===== config.mk =====
export PLATFORM = sky130hd
export DESIGN_NAME = es_poll_unit
export DESIGN_NICKNAME = d
export VERILOG_FILES = /design/src/rtl/es_poll_pkg.sv /design/src/rtl/es_health.sv /design/src/rtl/es_cond.sv /design/src/rtl/es_poll_unit.sv
export SDC_FILE = /design/constraint.sdc
export NUM_CORES = 1
export LEC_CHECK = 0
export ABC_AREA = 1
export BUFFER_PORTS_ARGS = -buffer_cell sky130_fd_sc_hd__buf_2
export CAP_MARGIN = 40
export CORE_UTILIZATION = 55
export DETAILED_ROUTE_END_ITERATION = 10
export PLACE_DENSITY = 0.86
export SLEW_MARGIN = 30
export SYNTH_ARGS = -nofsm -noshare
export SYNTH_HDL_FRONTEND = slang
export SYNTH_SLANG_ARGS = --single-unit
export TNS_END_PERCENT = 50

===== constraint.sdc =====
create_clock -name clk -period 2.1 [get_ports clk]
set_input_delay 0.42 -clock clk [delete_from_list [all_inputs] [get_ports clk]]
set_output_delay 0.42 -clock clk [all_outputs]
set_load 0.1 [all_outputs]

===== src/rtl/es_poll_pkg.sv =====
package es_poll_pkg;

    typedef enum logic [2:0] {
        ST_BIST,
        ST_WAIT,
        ST_READY,
        ST_TEST,
        ST_DEAD
    } es_state_e;

    typedef enum logic [1:0] {
        CODE_BIST = 2'b00,
        CODE_WAIT = 2'b01,
        CODE_SEED = 2'b10,
        CODE_DEAD = 2'b11
    } es_code_e;

endpackage


===== src/rtl/es_health.sv =====
module es_health #(
    parameter int REP_LIMIT  = 32,
    parameter int APT_WIN    = 1024,
    parameter int APT_CUTOFF = 800
) (
    input  logic clk,
    input  logic rst_n,
    input  logic smp_bit,
    input  logic smp_vld,
    output logic fail
);
    localparam int RW = $clog2(REP_LIMIT + 1);
    localparam int WW = $clog2(APT_WIN);
    localparam int CW = $clog2(APT_WIN + 1);

    logic          last_q;
    logic [RW-1:0] run_q;
    logic [WW-1:0] win_q;
    logic [CW-1:0] ones_q;
    logic [CW-1:0] zeros_q;

    logic same, rep_hit, apt_hit, win_end;

    always_comb begin
        same    = (run_q != '0) && (smp_bit == last_q);
        rep_hit = same && (run_q == RW'(REP_LIMIT - 1));
        apt_hit = smp_bit ? (ones_q == CW'(APT_CUTOFF)) : (zeros_q == CW'(APT_CUTOFF));
        win_end = (win_q == WW'(APT_WIN - 1));
        fail    = smp_vld && (rep_hit || apt_hit);
    end

    // repetition run tracker
    always_ff @(posedge clk) begin
        if (!rst_n) begin
            last_q <= 1'b0;
            run_q  <= '0;
        end else if (smp_vld) begin
            last_q <= smp_bit;
            if (!same)
                run_q <= RW'(1);
            else if (!rep_hit)
                run_q <= run_q + RW'(1);
        end
    end

    // proportion window counters
    always_ff @(posedge clk) begin
        if (!rst_n) begin
            win_q   <= '0;
            ones_q  <= '0;
            zeros_q <= '0;
        end else if (smp_vld) begin
            if (win_end) begin
                win_q   <= '0;
                ones_q  <= '0;
                zeros_q <= '0;
            end else begin
                win_q <= win_q + WW'(1);
                if (smp_bit)
                    ones_q <= ones_q + CW'(1);
                else
                    zeros_q <= zeros_q + CW'(1);
            end
        end
    end


    run_bound_chk: assert property (@(posedge clk) disable iff (!rst_n)
        run_q <= RW'(REP_LIMIT));


    apt_sum_chk: assert property (@(posedge clk) disable iff (!rst_n)
        (CW'(ones_q) + CW'(zeros_q)) == CW'(win_q));

endmodule


===== src/rtl/es_cond.sv =====
module es_cond #(
    parameter int SEED_W = 16,
    parameter int FOLD   = 4
) (
    input  logic              clk,
    input  logic              rst_n,
    input  logic              clr,
    input  logic              en,
    input  logic              smp_bit,
    input  logic              smp_vld,
    output logic              full,
    output logic [SEED_W-1:0] seed
);
    localparam int FW = (FOLD > 1) ? $clog2(FOLD) : 1;
    localparam int SW = $clog2(SEED_W + 1);

    logic          fold_q;
    logic [FW-1:0] phase_q;
    logic [SW-1:0] nbits_q;
    logic [SEED_W-1:0] seed_q;
    logic take, fbit, group_end;

    always_comb begin
        full      = (nbits_q == SW'(SEED_W));
        take      = en && smp_vld && !full;
        fbit      = fold_q ^ smp_bit;
        group_end = (phase_q == FW'(FOLD - 1));
        seed      = seed_q;
    end

    always_ff @(posedge clk) begin
        if (!rst_n || clr) begin
            fold_q  <= 1'b0;
            phase_q <= '0;
            nbits_q <= '0;
            seed_q  <= '0;
        end else if (take) begin
            if (group_end) begin
                fold_q  <= 1'b0;
                phase_q <= '0;
                nbits_q <= nbits_q + SW'(1);
                seed_q  <= {seed_q[SEED_W-2:0], fbit};
            end else begin
                fold_q  <= fbit;
                phase_q <= phase_q + FW'(1);
            end
        end
    end


    seed_hold_chk: assert property (@(posedge clk) disable iff (!rst_n)
        (full && !clr) |=> (full && $stable(seed_q)));

endmodule


===== src/rtl/es_poll_unit.sv =====
module es_poll_unit
    import es_poll_pkg::*;
#(
    parameter int SEED_W     = 16,
    parameter int FOLD       = 4,
    parameter int REP_LIMIT  = 32,
    parameter int APT_WIN    = 1024,
    parameter int APT_CUTOFF = 800,
    parameter int STARTUP    = 1024,
    parameter int RAW_W      = 16
) (
    input  logic             clk,
    input  logic             rst_n,
    input  logic             noise_bit,
    input  logic             noise_vld,
    input  logic             poll_req,
    input  logic             test_en,
    input  logic             raw_rd,
    output logic [31:0]      poll_word,
    output logic [RAW_W-1:0] raw_word
);
    localparam int STW   = $clog2(STARTUP);
    localparam int PAD_W = 30 - SEED_W;

    es_state_e         state_q, state_d;
    logic [STW-1:0]    st_cnt_q;
    logic              hfail;
    logic              cond_full, cond_clr, cond_en;
    logic [SEED_W-1:0] cond_seed;
    logic [RAW_W-1:0]  raw_sr_q;
    es_code_e          code;
    logic              st_last;

    es_health #(
        .REP_LIMIT (REP_LIMIT),
        .APT_WIN   (APT_WIN),
        .APT_CUTOFF(APT_CUTOFF)
    ) health_i (
        .clk    (clk),
        .rst_n  (rst_n),
        .smp_bit(noise_bit),
        .smp_vld(noise_vld),
        .fail   (hfail)
    );

    es_cond #(
        .SEED_W(SEED_W),
        .FOLD  (FOLD)
    ) cond_i (
        .clk    (clk),
        .rst_n  (rst_n),
        .clr    (cond_clr),
        .en     (cond_en),
        .smp_bit(noise_bit),
        .smp_vld(noise_vld),
        .full   (cond_full),
        .seed   (cond_seed)
    );

    always_comb begin
        cond_en  = (state_q == ST_WAIT);
        cond_clr = !((state_q == ST_WAIT) || (state_q == ST_READY))
                   || ((state_q == ST_READY) && poll_req);
        st_last  = noise_vld && (st_cnt_q == STW'(STARTUP - 1));
    end

    // next-state logic
    always_comb begin
        state_d = state_q;
        unique case (state_q)
            ST_BIST: begin
                if (hfail)        state_d = ST_DEAD;
                else if (st_last) state_d = test_en ? ST_TEST : ST_WAIT;
            end
            ST_WAIT: begin
                if (hfail)          state_d = ST_DEAD;
                else if (test_en)   state_d = ST_TEST;
                else if (cond_full) state_d = ST_READY;
            end
            ST_READY: begin
                if (hfail)         state_d = ST_DEAD;
                else if (test_en)  state_d = ST_TEST;
                else if (poll_req) state_d = ST_WAIT;
            end
            ST_TEST: begin
                if (hfail)         state_d = ST_DEAD;
                else if (!test_en) state_d = ST_WAIT;
            end
            ST_DEAD: state_d = ST_DEAD;
            default: state_d = ST_DEAD;
        endcase
    end

    // state register and startup counter
    always_ff @(posedge clk) begin
        if (!rst_n) begin
            state_q  <= ST_BIST;
            st_cnt_q <= '0;
        end else begin
            state_q <= state_d;
            if (state_q == ST_BIST && noise_vld)
                st_cnt_q <= st_cnt_q + STW'(1);
        end
    end

    always_comb begin
        if (state_q == ST_DEAD)       code = CODE_DEAD;
        else if (test_en)             code = CODE_WAIT;
        else if (state_q == ST_BIST)  code = CODE_BIST;
        else if (state_q == ST_READY) code = CODE_SEED;
        else                          code = CODE_WAIT;
    end

    // outputs
    always_ff @(posedge clk) begin
        if (!rst_n) begin
            poll_word <= '0;
            raw_word  <= '0;
            raw_sr_q  <= '0;
        end else begin
            if (noise_vld)
                raw_sr_q <= {raw_sr_q[RAW_W-2:0], noise_bit};
            if (poll_req)
                poll_word <= {code, {PAD_W{1'b0}},
                              (code == CODE_SEED) ? cond_seed : {SEED_W{1'b0}}};
            if (raw_rd)
                raw_word <= test_en ? raw_sr_q : '0;
        end
    end


    bist_code_chk: assert property (@(posedge clk) disable iff (!rst_n)
        (state_q == ST_BIST && poll_req && !test_en) |=> (poll_word == 32'h0));


    seed_once_chk: assert property (@(posedge clk) disable iff (!rst_n)
        (state_q == ST_READY && poll_req) |=> (state_q != ST_READY));


    fail_to_dead_chk: assert property (@(posedge clk) disable iff (!rst_n)
        hfail |=> (state_q == ST_DEAD));


    dead_sticky_chk: assert property (@(posedge clk) disable iff (!rst_n)
        (state_q == ST_DEAD) |=> (state_q == ST_DEAD));


    test_no_seed_chk: assert property (@(posedge clk) disable iff (!rst_n)
        (test_en && poll_req) |=> (poll_word[31:30] != CODE_SEED));

endmodule


# [Word level (Yosys, flattened, before mapping)]
# Index checks and enable logic that the tools add are counted.
[totals] reg_bits=126 inputBits=7 output_inout_bits=48 wordCells=92
[op_classes] add_sub_neg=7 eq_ne=19 mux=28 bitwise_logic=1 n_reduce_logical=23
[op_table] cell="11-bit two-way mux" n=4
[op_table] cell="16-bit two-way mux" n=2
[op_table] cell="3-bit two-way mux" n=10
[op_table] cell="11-bit by 1-bit adder with 11-bit output, second input constant" n=2
[op_table] cell="11-bit by 10-bit equality test with 1-bit output, second input constant" n=2
[op_table] cell="10-bit by 1-bit adder with 10-bit output, second input constant" n=2
[op_table] cell="10-bit equality test, second input constant" n=2
[op_table] cell="2-bit two-way mux" n=6
[op_table] cell="6-bit two-way mux" n=2
[op_table] cell="3-bit case mux with 4 select lines" n=1
[op_table] cell="10-bit two-way mux" n=1
[op_table] cell="1-bit logical AND" n=8
[op_table] cell="2-bit AND reduction" n=4
[op_table] cell="6-bit by 1-bit adder with 6-bit output, second input constant" n=1
[op_table] cell="3-bit by 2-bit equality test with 1-bit output, second input constant" n=2
[op_table] cell="6-bit by 5-bit equality test with 1-bit output, second input constant" n=1
[op_table] cell="3-bit by 2-bit != test with 1-bit output, second input constant" n=2
[op_table] cell="6-bit nonzero test" n=1
[op_table] cell="5-bit by 1-bit adder with 5-bit output, second input constant" n=1
[op_table] cell="5-bit equality test, second input constant" n=1
[op_table] cell="2-bit equality test, second input constant" n=2
[op_table] cell="1-bit logical OR" n=4
[op_table] cell="4-bit by 3-bit != test with 1-bit output, second input constant" n=1
[op_table] cell="4-bit != test, second input constant" n=1
[op_table] cell="other kinds (12)" n=15

# [Longest topological paths before layout]
# Gate-level depths: netlist (run 1).
[depth] ltp_word=7 mapped_depth=10 ltp_nobuf=10

# [By module]
# From an unflattened synthesis (run 1), not the netlist that was laid out.
[hier_totals] hier_cells=835 hier_area_um2=5858.1
[by_module_without_submodules] mod="es_poll_unit" n_inst=1 cells_each=345 area_each_um2=2628.8
[by_module_without_submodules] mod="es_health" n_inst=1 cells_each=317 area_each_um2=2088.3
[by_module_without_submodules] mod="es_cond" n_inst=1 cells_each=173 area_each_um2=1141.1

# [Least setup slack after synthesis (run 1)]
# OpenSTA, ideal clock, no wires.
[synth_timing] path_kind="register -> register" from="reg health_i.win_q[1]" to="reg health_i.zeros_q[2]" setup_ps=117 t_arrival_ps=1393 required_time_ps=1983 setup_slack_ps=590 path_stages_with_launch=10 n_path_buf=1 cell_sequence="dfxtp_1 > ha_1 > nand2_1 > nor3_4 > nand3_4 > nand2_2 > inv_2 > buf_2 > o21ai_0 > nor2_1"
[synth_between] elab_chain_cells=3
[synth_lines] element="start: declaration" line_no="es_health.sv:18" source="logic [WW-1:0] win_q;"
[synth_lines] element="start signal: assignment" line_no="es_health.sv:58" source="win_q <= win_q + WW'(1);"
[synth_lines] element="10-bit equality test *" line_no="es_health.sv:28" source="win_end = (win_q == WW'(APT_WIN - 1));"
[synth_lines] element="2-bit by 1-bit != test with 1-bit output (no source line)"
[synth_lines] element="2-bit AND reduction (no source line)"
[synth_lines] element="end signal: assignment" line_no="es_health.sv:62" source="zeros_q <= zeros_q + CW'(1);"
[synth_lines] element="end: declaration" line_no="es_health.sv:20" source="logic [CW-1:0] zeros_q;"
# Every way passes the cells marked *; elsewhere a longest branch is shown, timed or not.
# A chain may end at the register's enable or synchronous reset.

# [Final worst setup path (run 1)]
[layout_timing] from="reg cond_i.nbits_q[0]" to="reg cond_i.seed_q[0], in the netlist cond_i.seed[0]"
[layout_between] elab_chain_cells=4
[layout_lines] element="start: declaration" line_no="es_cond.sv:19" source="logic [SW-1:0] nbits_q;"
[layout_lines] element="start signal: assignment" line_no="es_cond.sv:41" source="nbits_q <= nbits_q + SW'(1);"
[layout_lines] element="5-bit equality test" line_no="es_cond.sv:24" source="full = (nbits_q == SW'(SEED_W));"
[layout_lines] element="1-bit logical NOT" line_no="es_cond.sv:25" source="take = en && smp_vld && !full;"
[layout_lines] element="1-bit logical AND" line_no="es_cond.sv:25"
[layout_lines] element="2-bit AND reduction (no source line)"
[layout_lines] element="end signal: assignment" line_no="es_cond.sv:42" source="seed_q <= {seed_q[SEED_W-2:0], fbit};"
[layout_lines] element="end: declaration" line_no="es_cond.sv:20" source="logic [SEED_W-1:0] seed_q;"
# No other way between the ends.

==> flow_summary.ini, run 1 <==
[status]
status = complete, no violations

[timing]
slew_headroom_pct = 62.50
min_period_ns = 1.862
hold_viol = 0
setup_viol = 0
tightest_slew_ns = 0.5618
finalSetupTns_ns = 0
fmax_ghz = 0.5370
min_period_over_period_pct = 88.68
grt_setup_unrepaired = no
fin_skew_ns = 0.005028
drv_slew = 0

[setup_path]
crit_path_start_kind = flip-flop
crit_required_ns = 2.48
cpMaxStageDelayCell = dfxtp_1
crit_path_end_kind = flip-flop
worstReg2RegStart = cond_i.nbits_q[0]$_SDFFE_PP0P_
rr_endpoint = cond_i.seed[0]$_SDFFE_PP0P_
crit_type = reg -> reg
path_max_fanout = 22
regToRegSetupSlack_ns = 0.24
crit_end = cond_i.seed[0]$_SDFFE_PP0P_
cp_cell_sequence = inv_1, ha_1, nand3_1, nand3_1, nor2_1, inv_1, o21ai_0, a21oi_1
max_stage_delay_ns = 0.36
critPathLaunch = cond_i.nbits_q[0]$_SDFFE_PP0P_
cp.arrival_ns = 2.24
reg2reg_depth = 8

[synth]
async_reset_ff_share_pct = 0
synth_cells = 745
ys_top_cells_by_area = dfxtp_1 46%, nand2_1 8.8%, a21oi_1 7.7%
synth_commonest_cells = 128 x nand2_1, 125 x dfxtp_1, 104 x nor2_1
syn_area_um2 = 5438
yosys-mux-area-fraction_pct = 0
synth_area_leader_cell = dfxtp_1
synth-compound-area-share_pct = 14.38
synth.top_cell.area_share_pct = 46.02
synth_simple_gate_area_share_pct = 27.27
synthAdderAreaFrac_pct = 2.071
yosys.area_share.xor_xnor_pct = 0.8053
synth-seq-cells = 125
yosysUniqueCellTypes = 36
seq_area_frac_synth_pct = 46.02
syn_avg_cell_area_um2 = 7.299
ys.flop_type = dfxtp_1
yosysWarnings = 0
synth_top_family_by_area = simple AND/OR/NAND/NOR gates
synth-edff-count = 0
synth_most_common_cell = nand2_1

[drt]
via_per_inst = 5.507
first_pass_iters = 6
drtIter0Drc = 382
num_vias = 5083
routedWlPerCell_um = 13.35
route.detailed.drc = 0
totalWireLength_mm = 12.32
drtAntennaViolNets = 0

[finish]
area_growth_pct = 14.61
antennaDiodeCount = 0
drive_gt1_share_pct = 11.71
multi_input_area_um2 = 2474
final_area_um2 = 6232
nFillCells = 726
nNetsFinal = 797
instances_no_fill = 923
layout.area.seq_um2 = 2502

[power]
power.internal_w = 0.004214
pwr-share-comb_pct = 11.5
p_leak_nw = 2.532
netSwitchingPower_w = 0.001760
seq_power_share_pct = 41.9
power.density_nw_per_um2 = 958.6
p_clk_share_pct = 46.6
ir_worst_vdd_mv = 0.5962
switching_share_pct = 29.46

[clocking]
clk_latency_ns = 0.52
clock_sinks = 125
cts_tree = done
htreeDepth = 4
cts_root_buf = clkbuf_8
clk_pin_slew_worst_paths_ns = 0.06
postCtsHoldBufs = 0
cts_max_path_buffers = 2
cts.repair.resized = 0
cts_setup_buffers = 0
cts_buffers = 17

[floorplanning]
die_w_um = 101.4
die_y_um = 101.4
num_rows = 35
dieArea_um2 = 10290
start_util_pct = 57.75
ios = 55
core-area_um2 = 9415

[global_route]
grt_pass1_vias = 4858
track_usage_pct = 25.70
grt_max_degree = 26
grt_pass1_wl_mm = 21.00
antenna_found_initial = 0
overflow = 0

[flow_run]
cap_violations = 0

[placed_design]
dpl_cell_area_um2 = 5672
numPortBuffers = 40
place.gp.congestion = 0.9099
dp.cells = 891
hpwl_mm = 7.876

[worst_hold_path]
hold_class = in -> reg
hold_start = poll_req
==> power by group through the flow <==
| stage | Sequential, W | Clock [W] | Combinational, W |
|---|---|---|---|
| floorplan | 0.00261 | 0 | 0.000494 |
| global placement | 0.00254 | 0 | 0.000633 |
| detailed placement | 0.00255 | 0 | 0.000653 |
| CTS | 0.00250 | 0.00280 | 0.000674 |
| global route | 0.00251 | 0.00291 | 0.000745 |
| finish | 0.00250 | 0.00279 | 0.000687 |
==> registers in the layout (all words and copies together) (netlist names) <==
register,flops
cond_i.fold_q,1
cond_i.nbits_q,5
cond_i.phase_q,2
cond_i.seed,16
health_i.ones_q,11
health_i.run_q,6
health_i.win_q,10
health_i.zeros_q,11
poll_word,18
raw_sr_q,16
raw_word,16
st_cnt_q,10
state_q,3
==> worst min path at each step <==
stage,end,slack (ns),depth (start not counted)
detailed placement,raw_word[7]$_SDFFE_PN0P_,0.45,2
CTS,st_cnt_q[4]$_SDFFE_PN0P_,0.23,3
finish,poll_word[30]$_SDFFE_PN0P_,0.25,3
global placement,st_cnt_q[7]$_SDFFE_PN0P_,0.45,2
floorplan,health_i.win_q[6]$_SDFFE_PN0P_,0.43,2
global route,st_cnt_q[4]$_SDFFE_PN0P_,0.26,3
==> layout by cell type, fill, tap and decap left out, types with 13 or more instances in the layout <==
cell type  instances
buf_2             40
nor2_1           104
o21ai_0           54
conb_1            14
dfxtp_1          125
nor3_1            13
nand2_1          128
clkbuf_16         16
nand4_1           27
inv_1             64
a21oi_1           84
nand3_1           50
==> metal layers <==
| layer | vias up | GRT usage (%) | part of all wire (%) |
|---|---|---|---|
| li1 | 2510 | - | - |
| met1 | 2379 | 30.66 | 44 |
| met2 | 168 | 43.96 | 50 |
| met3 | 26 | 5.590 | 4.9 |
| met4 | 0 | 12.49 | 1.9 |
| met5 | - | 0 | 0 |
==> worst max-delay path: cells and delay by family, from the launching register on <==
family                   cells  cell delay [ns]
AND/OR/NAND/NOR              3             0.46
buffers and inverters        2             0.36
flip-flops                   1             0.36
AO/OA/AOI/OAI                2             0.35
adder cells (fa/ha/maj)      1             0.19
==> logic make-up after synthesis <==
family	count (synthesis)
AND/OR/NAND/NOR	337
flip-flops	125
AO/OA/AOI/OAI	152
adder cells (fa/ha/maj)	9
buffers and inverters	116
XOR/XNOR	5
other	1
==> through the flow <==
step | setup WS [ns] | power [W] | util [%] | hold slack (ns)
finish | 0.2378 | 0.005974 | 66.19 | 0.2479
global placement | 0.3413 | 0.003175 | 60.24 | 0.4456
detailed placement | 0.2604 | 0.003202 | 60.24 | 0.4518
CTS | 0.2507 | 0.005969 | 66.19 | 0.2254
floorplan | 0.5896 | 0.003099 | - | 0.4344
global route | 0.04966 | 0.006166 | 66.19 | 0.2584
==> layout make-up <==
class,instances,share of cell area [%]
Clock buffer,20,6.987
Clock inverter,12,2.008
Inverter,71,4.276
Multi-Input combinational cell,517,39.69
Sequential cell,125,40.15
Tap cell,129,2.590
Timing Repair Buffer,49,4.296
Power figures use the tool's default switching activity.
==> inputs of run 2 (changes only) <==
CTS_CLUSTER_DIAMETER = 200   (was unset)
clock period = 2.15 ns   (was 2.1 ns; I/O delays follow)
==> flow_summary.ini, run 2 (same netlist as run 1, synthesis figures left out) <==
[drt]
num_vias = 5090
totalWireLength_mm = 12.53
via_per_inst = 5.515
route.detailed.drc = 0
routedWlPerCell_um = 13.58
drtAntennaViolNets = 0
first_pass_iters = 5
drtIter0Drc = 434

[finish]
instances_no_fill = 923
regMostFlops = poll_word
final_area_um2 = 6276
nNetsFinal = 797
largest_register_ffs = 18
final_common_cell = nand2_1
drive_gt1_share_pct = 11.84
layout_common_cells = 128 x nand2_1, 125 x dfxtp_1, 104 x nor2_1
area_growth_pct = 15.42
antennaDiodeCount = 0

[clocking]
cts_setup_buffers = 0
postCtsHoldBufs = 0
cts.repair.resized = 0
htreeDepth = 4
cts_buffers = 17
cts_root_buf = clkbuf_8
clock_sinks = 125
cts_tree = done
clk_pin_slew_worst_paths_ns = 0.06
cts_max_path_buffers = 2
clk_latency_ns = 0.52

[setup_path]
critPathLaunch = cond_i.nbits_q[0]$_SDFFE_PP0P_
crit_path_end_kind = flip-flop
critPathTopFamily = simple AND/OR/NAND/NOR gates
path_max_fanout = 22
crit_path_start_kind = flip-flop
max_stage_delay_ns = 0.37
path_depth = 8
cpMaxStageDelayCell = dfxtp_1
critPathBufInv = 2
cp.arrival_ns = 2.27
crit_required_ns = 2.53
worstReg2RegStart = cond_i.nbits_q[0]$_SDFFE_PP0P_
crit_type = reg -> reg
cp_cell_sequence = inv_1, ha_1, nand3_1, nand3_1, nor2_1, inv_1, o21ai_0, a21oi_1
reg2reg_depth = 8

[timing]
tightest_slew_ns = 0.5830
hold_viol = 0
min_period_ns = 1.894
fmax_ghz = 0.5281
hold_ws_ns = 0.2570
layout_setup_ws_ns = 0.2565
slew_headroom_pct = 61.09
drv_slew = 0
fin_skew_ns = 0.01345
grt_setup_unrepaired = no
setup_viol = 0
finalSetupTns_ns = 0
min_period_over_period_pct = 88.07

[global_route]
grt_max_degree = 26
grt_pass1_wl_mm = 21.00
antenna_found_initial = 0
track_usage_pct = 25.86
grt_pass1_vias = 4637
overflow = 0

[floorplanning]
core-area_um2 = 9415
dieArea_um2 = 10290
ios = 55
die_y_um = 101.4
die_w_um = 101.4
start_util_pct = 57.75
num_rows = 35

[placed_design]
place.gp.congestion = 0.8857
dp.cells = 891
hpwl_mm = 8.029
pre_cts_ws_ns = 0.3022
dpl_cell_area_um2 = 5672
numPortBuffers = 40

[worst_hold_path]
hold_class = in -> reg
min_path_cells = 3
hold_start = poll_req

[power]
p_leak_nw = 2.559
power.density_nw_per_um2 = 961.4
ir_worst_vdd_mv = 0.6336

[flow_run]
cap_violations = 0

[status]
status = complete, no violations
-- run 2: worst reg2reg max path, delay by kind of cell, from the launching register on --
kind / cells / cell delay (ns)
AOI/OAI and AO/OA: 2 / 0.34
adders and majority gates: 1 / 0.20
buffers and inverters: 2 / 0.39
DFF: 1 / 0.37
and+or+nand+nor: 3 / 0.48
-- run 2: metal layers --
| layer | routed length [um] | track usage [%] | part of all wire, % | up-vias |
|---|---|---|---|---|
| met3 | 639 | 6.694 | 5.1 | 25 |
| met4 | 198 | 9.588 | 1.6 | 0 |
| li1 | - | - | - | 2509 |
| met1 | 5330 | 31.06 | 43 | 2380 |
| met2 | 6361 | 44.58 | 51 | 176 |
| met5 | 0 | 0 | 0 | - |
-- run 2: layout make-up --
| cell class | instances | area, um^2 |
|---|---|---|
| Clock buffer | 20 | 445.4 |
| Timing Repair Buffer | 49 | 267.8 |
| Sequential cell | 125 | 2502 |
| Inverter | 71 | 266.5 |
| Multi-Input combinational cell | 517 | 2474 |
| Clock inverter | 12 | 158.9 |
| Tap cell | 129 | 161.4 |
| Fill cell | 749 | 3139 |
-- run 2: through the flow --
step,power [W],utilization [%]
finish,0.006034,66.66
global route,0.006223,66.66
CTS,0.006028,66.66
detailed placement,0.003134,60.24
global placement,0.003100,60.24
floorplan,0.003027,-
-- run 2: worst paths after layout --
kind / slack (ns) / end
setup / recovery: 0.26 / cond_i.nbits_q[1]$_SDFFE_PP0P_
hold / removal: 0.26 / poll_word[30]$_SDFFE_PN0P_
setup reg to reg: 0.26 / cond_i.nbits_q[1]$_SDFFE_PP0P_
hold reg to reg: 0.46 / raw_word[7]$_SDFFE_PN0P_
-- run 2: where the power goes --
part | leakage [nW] | total, W | internal (W) | switching, W
clock network | 0.292 | 0.00292 | 0.00184 | 0.00108
logic | 1.25 | 0.000664 | 0.000142 | 0.000522
registers | 1.01 | 0.00245 | 0.00238 | 0.0000675
total | 2.56 | 0.00603 | 0.00436 | 0.00167
==> inputs of run 3 (changes only) <==
ABC_AREA = unset   (was 1)
BUFFER_PORTS_ARGS = -buffer_cell sky130_fd_sc_hd__buf_4   (was -buffer_cell sky130_fd_sc_hd__buf_2)
==> flow_summary.ini, run 3 <==
[global_route]
grt_max_degree = 48
grt_busiest_layer = met2
track_usage_pct = 24.47
overflow = 0
antenna_found_initial = 0
grt_pass1_wl_mm = 19.67
grt_pass1_vias = 4365
grt_use_met2_pct = 42.36
met1_usage_pct = 28.04
grt_use_met3_pct = 8.075

[synth]
synth-seq-cells = 125
syn_area_um2 = 5453
synth_cells = 621
ys.flop_type = dfxtp_1
synth.top_cell.area_share_pct = 45.89
synth_commonest_cells = 125 x dfxtp_1, 81 x nor2_1, 62 x a21oi_1
yosysUniqueCellTypes = 51
synth-edff-count = 0
synth_area_leader_cell = dfxtp_1
syn_avg_cell_area_um2 = 8.781
synth_most_common_cell = dfxtp_1
seq_area_frac_synth_pct = 45.89
ys_top_cells_by_area = dfxtp_1 46%, mux2i_1 6.2%, a21oi_1 5.7%
async_reset_ff_share_pct = 0
yosysWarnings = 0

[finish]
drive_gt1_share_pct = 14.90
nNetsFinal = 674
largest_register_ffs = 18
area_growth_pct = 18.59
regMostFlops = poll_word
multi_input_area_um2 = 2729
final_common_cell = dfxtp_1
nFillCells = 670
layout.area.seq_um2 = 2504
antennaDiodeCount = 0
layout_common_cells = 124 x dfxtp_1, 81 x nor2_1, 61 x a21oi_1

[timing]
hold_viol = 0
slew_headroom_pct = 49.49
min_period_ns = 2.125
finalSetupTns_ns = 0
hold_ws_ns = 0.2118
setup_viol = 0
fin_skew_ns = 0.005907
drv_slew = 0
tightest_slew_ns = 0.7577
grt_setup_unrepaired = no
min_period_over_period_pct = 98.82
fmax_ghz = 0.4707

[worst_hold_path]
min_path_cells = 2
hold_class = in -> reg

[clocking]
cts_root_buf = clkbuf_8
clk_pin_slew_worst_paths_ns = 0.06
clk_latency_ns = 0.52
cts_buffers = 17
htreeDepth = 4
cts_tree = done
clock_sinks = 125
cts_max_path_buffers = 2
postCtsHoldBufs = 0

[power]
ir_worst_vdd_mv = 0.6071
p_total_w = 0.005476
p_leak_nw = 2.470
power.density_nw_per_um2 = 846.8

[drt]
drtAntennaViolNets = 0
drtIter0Drc = 198
routedWlPerCell_um = 14.85
totalWireLength_mm = 11.88
num_vias = 4545
via_per_inst = 5.681
first_pass_iters = 5
route.detailed.drc = 0

[floorplanning]
start_util_pct = 57.91
die_y_um = 101.6
num_rows = 35
ios = 55
dieArea_um2 = 10320
core-area_um2 = 9415
die_w_um = 101.6

[setup_path]
reg2reg_depth = 6
path_max_fanout = 8
cp.arrival_ns = 2.57
crit_required_ns = 2.60
crit_path_start_kind = flip-flop
crit_type = reg -> reg
crit_path_end_kind = flip-flop

[flow_run]
cap_violations = 0

[status]
status = complete, no violations

[placed_design]
numPortBuffers = 40
hpwl_mm = 7.649
place.gp.congestion = 0.8007
==> run 3: changes by cell type after synthesis, moves of 12 or more <==
cell | previous run | this run
nor2_1 | 104 | 81
inv_1 | 64 | 13
nand3_1 | 50 | 38
o21ai_0 | 54 | 11
a21oi_1 | 84 | 62
nor2b_1 | 0 | 21
nand4_1 | 27 | 13
xor2_1 | 2 | 14
mux2i_1 | 0 | 34
nand2b_1 | 0 | 21
nand2_1 | 128 | 25
==> run 3: what timing repair did <==
action / CTS / global route
endpoints found under the hold margin: 0 / 0
endpoints found under the setup margin: 17 / 8
gates resized for setup: 1 / 10
pin swaps: 0 / 1
setup buffers: 0 / 1
==> run 3: cells by family (layout without fill, tap and decap cells) <==
| kind of cell | after synthesis | count (layout) | share of synthesized area (%) |
|---|---|---|---|
| other | 1 | 14 | 0.06877 |
| buffers and inverters | 64 | 101 | 5.530 |
| flip-flops | 125 | 125 | 45.89 |
| AO/OA/AOI/OAI | 101 | 101 | 10.69 |
| XOR/XNOR | 25 | 25 | 4.016 |
| AND/OR/NAND/NOR | 261 | 261 | 25.29 |
| multiplexers | 35 | 35 | 6.448 |
| adder cells (fa/ha/maj) | 9 | 9 | 2.065 |
==> run 3: final timing paths <==
check	startpoint	to	slack, ns
setup / recovery	cond_i.nbits_q[0]$_SDFFE_PP0P_	cond_i.nbits_q[3]$_SDFFE_PP0P_	0.03
hold / removal	rst_n	state_q[2]$_SDFFE_PN0P_	0.21
setup reg to reg	cond_i.nbits_q[0]$_SDFFE_PP0P_	cond_i.nbits_q[3]$_SDFFE_PP0P_	0.03
hold reg to reg	raw_word[14]$_SDFFE_PN0P_	raw_word[14]$_SDFFE_PN0P_	0.47
==> run 3: final cells by class <==
class	count	area share, %
flip-flops and latches	125	38.72
clock inverters	13	2.399
clock buffers	19	6.676
well taps	129	2.496
inverters	14	0.8127
multi-input cells	445	42.20
repair buffers	55	6.695
==> run 3: power by group <==
group	total [W]	internal, W	switching, W	leakage (nW)
registers	0.00235	0.00233	0.0000180	1.01
logic	0.000300	0.0000654	0.000234	1.18
clock network	0.00282	0.00171	0.00112	0.278
total	0.00548	0.00411	0.00137	2.47
==> run 3: critical path, cell delays in order (launching register included) <==
cell and delay [ns]:
dfxtp_2 0.35, inv_1 0.08, ha_1 0.21, and4bb_2 0.26, or4_4 0.61, or3_4 0.40, a21oi_2 0.14
==> run 3: layer usage <==
metal / up-vias / part of all wire (%)
li1: 2232 / -
met1: 2190 / 44
met2: 103 / 50
met3: 20 / 4.1
met4: 0 / 1.5
met5: - / 0
==> run 3: through the flow <==
stage | utilization, % | instance area (um^2) | cells | setup slack (ns)
floorplan | - | 5502 | 634 | 0.2524
global placement | 62.02 | 5839 | 767 | 0.1075
detailed placement | 62.02 | 5839 | 767 | -0.05868
CTS | 68.29 | 6430 | 799 | 0.02306
global route | 68.68 | 6466 | 800 | 0.009643
finish | 68.68 | 6466 | 800 | 0.02531
